==> src/rtl/spi3_pkg.sv <==
package spi3_pkg;
  // Default byte width of the serial link.
  localparam int unsigned SPI3_BYTE_W = 8;
  // Number of flops in each pin synchroniser chain.
  localparam int unsigned SPI3_SYNC_STAGES = 2;

  // Where the transmit shift register takes its next byte from.
  typedef enum logic [1:0] {
    TX_SRC_NONE = 2'd0,
    TX_SRC_PROD = 2'd1,
    TX_SRC_FILL = 2'd2
  } tx_src_e;
endpackage

==> src/rtl/spi3_pin_sync.sv <==
module spi3_pin_sync #(
  parameter int unsigned W = 3,
  parameter int unsigned STAGES = 2,
  parameter logic [W-1:0] RST_VAL = '1
) (
  input  logic         clk,
  input  logic         rst,
  input  logic [W-1:0] din,
  output logic [W-1:0] lvl,
  output logic [W-1:0] rise,
  output logic [W-1:0] fall
);
  localparam int unsigned CHAIN = STAGES + 1;

  for (genvar g = 0; g < W; g++) begin : g_pin
    logic [CHAIN-1:0] chain;
    always_ff @(posedge clk) begin
      if (rst) chain <= {CHAIN{RST_VAL[g]}};
      else     chain <= {chain[CHAIN-2:0], din[g]};
    end
    assign lvl[g]  = chain[STAGES-1];
    assign rise[g] = chain[STAGES-1] & ~chain[STAGES];
    assign fall[g] = ~chain[STAGES-1] & chain[STAGES];
  end
endmodule

==> src/rtl/spi3_rx_deser.sv <==
module spi3_rx_deser #(
  parameter int unsigned W = 8
) (
  input  logic         clk,
  input  logic         rst,
  input  logic         en_act,
  input  logic         sclk_rise,
  input  logic         sdi_s,
  output logic         byte_end,
  output logic         idx_zero,
  output logic         cmd_valid,
  output logic [W-1:0] cmd_data
);
  localparam int unsigned CW = (W > 1) ? $clog2(W) : 1;
  localparam logic [CW-1:0] LAST = CW'(W - 1);
  localparam logic [W-1:0] DUMMY = '1;

  logic [CW-1:0] cnt;
  logic [W-1:0]  sh;
  logic [W-1:0]  nb;

  assign nb       = {sh[W-2:0], sdi_s};
  assign byte_end = en_act && sclk_rise && (cnt == LAST);
  assign idx_zero = (cnt == '0);

  always_ff @(posedge clk) begin
    if (rst) begin
      cnt       <= '0;
      sh        <= '0;
      cmd_valid <= 1'b0;
      cmd_data  <= '0;
    end else begin
      cmd_valid <= 1'b0;
      if (!en_act) begin
        cnt <= '0;
      end else if (sclk_rise) begin
        sh <= nb;
        if (cnt == LAST) begin
          cnt <= '0;
          if (nb != DUMMY) begin
            cmd_valid <= 1'b1;
            cmd_data  <= nb;
          end
        end else begin
          cnt <= cnt + 1'b1;
        end
      end
    end
  end

  AST_CMD_PULSE: assert property (@(posedge clk) disable iff (rst)
    cmd_valid |=> !cmd_valid) else $error("cmd strobe longer than one cycle");
  AST_NO_DUMMY_CMD: assert property (@(posedge clk) disable iff (rst)
    cmd_valid |-> (cmd_data != DUMMY)) else $error("all-ones byte strobed");
endmodule

==> src/rtl/spi3_tx_ser.sv <==
module spi3_tx_ser
  import spi3_pkg::*;
#(
  parameter int unsigned W = 8
) (
  input  logic         clk,
  input  logic         rst,
  input  logic         en_act,
  input  logic         en_fall,
  input  logic         sclk_fall,
  input  logic         byte_end,
  input  logic         idx_zero,
  input  logic         rsp_valid,
  input  logic [W-1:0] rsp_data,
  output logic         sdo,
  output logic         rsp_pop
);
  localparam logic [W-1:0] FILL = '1;

  logic [W-1:0] sh;
  logic         fresh;
  logic         held_real;
  tx_src_e      src;

  always_comb begin
    src = TX_SRC_NONE;
    if (byte_end || (en_fall && !(fresh && held_real)))
      src = rsp_valid ? TX_SRC_PROD : TX_SRC_FILL;
  end

  always_ff @(posedge clk) begin
    if (rst) begin
      sh        <= FILL;
      fresh     <= 1'b0;
      held_real <= 1'b0;
      rsp_pop   <= 1'b0;
    end else begin
      rsp_pop <= 1'b0;
      case (src)
        TX_SRC_PROD: begin
          sh        <= rsp_data;
          rsp_pop   <= 1'b1;
          held_real <= 1'b1;
          fresh     <= 1'b1;
        end
        TX_SRC_FILL: begin
          sh        <= FILL;
          held_real <= 1'b0;
          fresh     <= 1'b1;
        end
        default: begin
          if (en_act && sclk_fall && !idx_zero) begin
            sh    <= {sh[W-2:0], 1'b1};
            fresh <= 1'b0;
          end
        end
      endcase
    end
  end

  assign sdo = sh[W-1];

  AST_POP_PULSE: assert property (@(posedge clk) disable iff (rst)
    rsp_pop |=> !rsp_pop) else $error("pop longer than one cycle");
  AST_POP_NEEDS_VALID: assert property (@(posedge clk) disable iff (rst)
    rsp_pop |-> $past(rsp_valid)) else $error("pop without valid");
  AST_SDO_KNOWN: assert property (@(posedge clk) disable iff (rst)
    !$isunknown(sdo)) else $error("sdo unknown");
  AST_SDO_IDLE_HOLD: assert property (@(posedge clk) disable iff (rst)
    $past(!en_act) |-> $stable(sdo)) else $error("sdo moved while idle");
endmodule

==> src/rtl/spi3_fill_slave.sv <==
module spi3_fill_slave
  import spi3_pkg::*;
#(
  parameter int unsigned BYTE_W = SPI3_BYTE_W,
  parameter int unsigned SYNC_STAGES = SPI3_SYNC_STAGES
) (
  input  logic              clk,
  input  logic              rst,
  input  logic              en_n,
  input  logic              sclk,
  input  logic              sdi,
  output logic              sdo,
  output logic              cmd_valid,
  output logic [BYTE_W-1:0] cmd_data,
  input  logic              rsp_valid,
  input  logic [BYTE_W-1:0] rsp_data,
  output logic              rsp_pop
);
  localparam int unsigned NPIN = 3;
  localparam int unsigned P_EN = 2;
  localparam int unsigned P_SCK = 1;
  localparam int unsigned P_SDI = 0;

  logic [NPIN-1:0] pin_lvl, pin_rise, pin_fall;
  logic            en_act, byte_end, idx_zero;
  logic [3:0]      sync_unused;

  spi3_pin_sync #(
    .W(NPIN), .STAGES(SYNC_STAGES), .RST_VAL('1)
  ) u_sync (
    .clk(clk), .rst(rst),
    .din({en_n, sclk, sdi}),
    .lvl(pin_lvl), .rise(pin_rise), .fall(pin_fall)
  );

  assign en_act      = ~pin_lvl[P_EN];
  assign sync_unused = {pin_rise[P_EN], pin_rise[P_SDI], pin_fall[P_SDI], pin_lvl[P_SCK]};

  spi3_rx_deser #(.W(BYTE_W)) u_rx (
    .clk(clk), .rst(rst),
    .en_act(en_act), .sclk_rise(pin_rise[P_SCK]), .sdi_s(pin_lvl[P_SDI]),
    .byte_end(byte_end), .idx_zero(idx_zero),
    .cmd_valid(cmd_valid), .cmd_data(cmd_data)
  );

  spi3_tx_ser #(.W(BYTE_W)) u_tx (
    .clk(clk), .rst(rst),
    .en_act(en_act), .en_fall(pin_fall[P_EN]), .sclk_fall(pin_fall[P_SCK]),
    .byte_end(byte_end), .idx_zero(idx_zero),
    .rsp_valid(rsp_valid), .rsp_data(rsp_data),
    .sdo(sdo), .rsp_pop(rsp_pop)
  );

  AST_IDLE_QUIET: assert property (@(posedge clk) disable iff (rst)
    $past(pin_lvl[P_EN]) |-> (!cmd_valid && !rsp_pop)) else $error("strobe while idle");
endmodule

==> config.mk <==
export PLATFORM = sky130hd
export DESIGN_NAME = spi3_fill_slave
export DESIGN_NICKNAME = d
export VERILOG_FILES = /design/src/rtl/spi3_pkg.sv /design/src/rtl/spi3_pin_sync.sv /design/src/rtl/spi3_rx_deser.sv /design/src/rtl/spi3_tx_ser.sv /design/src/rtl/spi3_fill_slave.sv
export SDC_FILE = /design/constraint.sdc
export NUM_CORES = 1
export LEC_CHECK = 0
export BUFFER_PORTS_ARGS = -buffer_cell sky130_fd_sc_hd__buf_2
export CAP_MARGIN = 10
export CORE_MARGIN = 5
export CORE_UTILIZATION = 49
export DETAILED_ROUTE_END_ITERATION = 16
export GPL_TIMING_DRIVEN = 1
export PLACE_DENSITY = 0.73
export SYNTH_ARGS = -nofsm -noshare
export SYNTH_HDL_FRONTEND = slang
export SYNTH_SLANG_ARGS = --single-unit
==> constraint.sdc <==
create_clock -name clk -period 1.5 [get_ports clk]
set_input_delay 0 -clock clk [delete_from_list [all_inputs] [get_ports clk]]
set_output_delay 0 -clock clk [all_outputs]
set_load 0.05 [all_outputs]
==> out/qor.txt <==
Status -> completed
Initial antenna violation count -> 0
Reg2Reg Depth -> 6
Tmin final -> 1.44 ns
Starting Density -> 0.508
Sequential cell area -> 762 um2
Hold Path Class -> primary input to register
Largest family of logic cells by synthesized area -> simple AND/OR/NAND/NOR gates
Via count -> 1354
Post-route clock period utilization -> 0.962
Clock tree root buffer cell -> clkbuf_4
GPL Wtd Cong -> 0.750
Final antenna-violating net count -> 0
Final Instance Area -> 0.00206 mm2
Die H -> 66.3 um
Cell area power density -> 806 mW/mm2
Clock Sinks -> 38
Worst VDD drop -> 0.698 mV
Setup crit start kind -> register
Std cell rows -> 20
Clock buffer count from CTS -> 5
Reg-to-Reg Start -> u_rx.cnt[1]
Slowest CP cell -> dfxtp_1
Total Routing Usage GR -> 0.190
Reg clk slew, reported paths -> 0.10 ns
Nets -> 221
Crit path to -> u_tx.sh[1]
Full die area -> 0.00439 mm2
Max cap viols -> 0
CTS Buffer Depth -> 2
Post-synth cell types -> 24
Final setup fails -> 0
Complex-gate fraction of the synthesized area -> 0.158
Maximum clock rate -> 0.693 GHz
Core box area -> 0.00305 mm2
Actual slew at the worst max-slew pin -> 0.543 ns
DRC violations left -> 0
Fillers -> 251
Vias in the first global route -> 1421
FF+latch count, synth -> 38
Syn Inst Count -> 156
Crit Path Class -> register to register
Area growth, synth to finish -> 32.7%
RSZ-0062 raised after global routing -> true
Fin. Hold Viols -> 0
First-pass DRT Iterations -> 4
First-pass GRT wire length -> 6260 um
Io pins -> 25
Final wirelength -> 3710 um
Most frequent cells in the layout -> dfxtp_1 (37), buf_2 (24), nor3b_1 (14), nor2_1 (13)
CP Max Fanout -> 7
Max-slew headroom -> 0.638
Yosys warnings -> 0
End of the worst register-to-register path -> u_tx.sh[1]
Worst path required time -> 1.73 ns
Drt via density -> 5.46
Simple-gate share of the synthesized area -> 0.223
# diodes -> 0
Arrival time worst endpoint -> 1.68 ns
Slew Limit Fails -> 0
CTS H-tree depth -> 2
Initial drt markers -> 96
Final Util -> 0.674
Placement Cell Area -> 0.00176 mm2
Syn Std Cell Area -> 0.00155 mm2
Crit path cell chain -> ha_2, ha_4, a32oi_2, buf_6, nor3b_1, o21bai_1
Worst setup EP type -> register
Worst-skew pair later-pin latency -> 0.35 ns
Wire per inst -> 15.0 um
IO Port Bufs -> 24
Layout cells sized above 1 -> 0.348
Footprint of the multi-input gates -> 843 um2
Synth Net Count -> 173
CTS tree -> yes
Post-DP HPWL -> 2220 um
Reg2reg setup slack -> 0.06 ns
GR Overflow Total -> 0
Most common cell after layout, fill and taps aside -> dfxtp_1
Die Width -> 66.3 um
Leak -> 0.000891 uW
Avg Cell Area, Syn -> 9.95 um2
Multiplexer share of the synthesized area -> 0.0581
Largest net degree at the start of global routing -> 36
Adder-cell share of the synthesized area -> 0.0242
Critical Path Max Stage Delay -> 0.38 ns
Sequential area share after synthesis -> 0.490
Post-Synth XOR/XNOR Area -> 0
Final Skew -> 0.00880 ns
Crit path from -> u_rx.cnt[1]
==> power breakdown <==
part	internal, uW	total, uW	leakage [uW]	switching [uW]
registers	1020	1040	0.000309	10.4
clock network	177	489	0.0000254	312
logic	72.5	135	0.000556	62.4
total	1270	1660	0.000891	385
==> logic make-up (layout without fill, tap and decap cells) <==
kind of cell,after synthesis,after routing
AOI/OAI and AO/OA,36,37
adders and majority gates,3,3
buffers and inverters,13,59
DFF,38,38
muxes,9,9
and+or+nand+nor,57,58
==> how the worst min path moves through the flow <==
stage                     startpoint                        to  slack, ns  cells past startpoint
after floorplan                  sdi  u_sync.g_pin[0].chain[0]       0.10                      1
after global placement          en_n  u_sync.g_pin[2].chain[0]       0.18                      2
after detailed placement        en_n  u_sync.g_pin[2].chain[0]       0.19                      2
after CTS                        rst          u_rx.cmd_data[0]       0.12                      2
after global routing             rst          u_rx.cmd_data[1]       0.15                      2
final                            rst          u_rx.cmd_data[0]       0.12                      2
==> final cells by class <==
type                       count  area share
clock buffer                   7      0.0219
inverter                       3     0.00547
multi-input combinational    107       0.410
sequential                    38       0.370
tap                           44      0.0267
timing repair buffer          49       0.166
==> synth_stat cells <==
| library cell | instances | area share |
|---|---|---|
| clkbuf_1 | 7 | 0.017 |
| nor3b_1 | 16 | 0.077 |
| a21oi_1 | 11 | 0.035 |
| nand4_1 | 2 | 0.0081 |
| a32oi_2 | 1 | 0.010 |
| or2_2 | 8 | 0.032 |
| a32o_1 | 1 | 0.0065 |
| nand3b_4 | 1 | 0.013 |
| nor3b_4 | 1 | 0.012 |
| a221oi_1 | 7 | 0.040 |
| nor3_1 | 1 | 0.0032 |
| a21o_1 | 1 | 0.0048 |
| dfxtp_1 | 38 | 0.49 |
| o211ai_1 | 1 | 0.0048 |
| inv_1 | 3 | 0.0073 |
| ha_1 | 3 | 0.024 |
| mux2i_1 | 9 | 0.058 |
| nand3b_1 | 2 | 0.0097 |
| nand2b_1 | 3 | 0.012 |
| o21bai_1 | 7 | 0.034 |
| buf_6 | 3 | 0.022 |
| nand2_1 | 10 | 0.024 |
| nor2_1 | 13 | 0.031 |
| o21ai_0 | 7 | 0.023 |
==> critical path, delay by kind of cell (launching register included) <==
kind            cells  cell delay (ns)
flops               1             0.38
compound gates      2             0.19
fa+ha+maj           2             0.38
simple gates        1             0.22
buf+inv             1             0.17
==> repair_timing <==
action / 4_1_cts / 5_1_grt
endpoints found under the hold margin: 13 / 0
hold buffers: 12 / 0
gates resized for setup: 11 / 10
pin swaps: 3 / 5
setup endpoints to repair: 11 / 17
gates cloned: 2 / 0
setup buffers: 0 / 1
==> state kept, by name (all words and copies together) (netlist names) <==
register and cells:
u_rx.cnt 3, u_tx.sh 8, u_rx.cmd_valid 1, u_rx.cmd_data 8, u_sync.g_pin.chain 8, u_rx.sh 7, u_tx.fresh 1, u_tx.rsp_pop 1
u_tx.held_real 1
==> stage by stage <==
stage | setup slack, ns | cells | hold WS [ns] | power, uW | TNS, ns
2_1_floorplan | 0.00867 | 156 | 0.104 | 1120 | 0
4_1_cts | 0.0146 | 247 | 0.123 | 1660 | 0
3_3_place_gp | -0.00811 | 226 | 0.185 | 1150 | -0.0297
6_report | 0.0568 | 248 | 0.115 | 1660 | 0
5_1_grt | -0.0236 | 248 | 0.152 | 1740 | -0.0236
3_5_place_dp | -0.161 | 226 | 0.189 | 1150 | -0.711
==> layer usage <==
metal  routed length [um]  vias to the layer above  track usage
met3                  209                       10       0.0663
met1                 1550                      648        0.201
met5                    0                        -            0
met2                 1870                       40        0.340
li1                     -                      656            -
met4                   89                        0       0.0787
No activity file was read; power rests on OpenSTA's default activity.
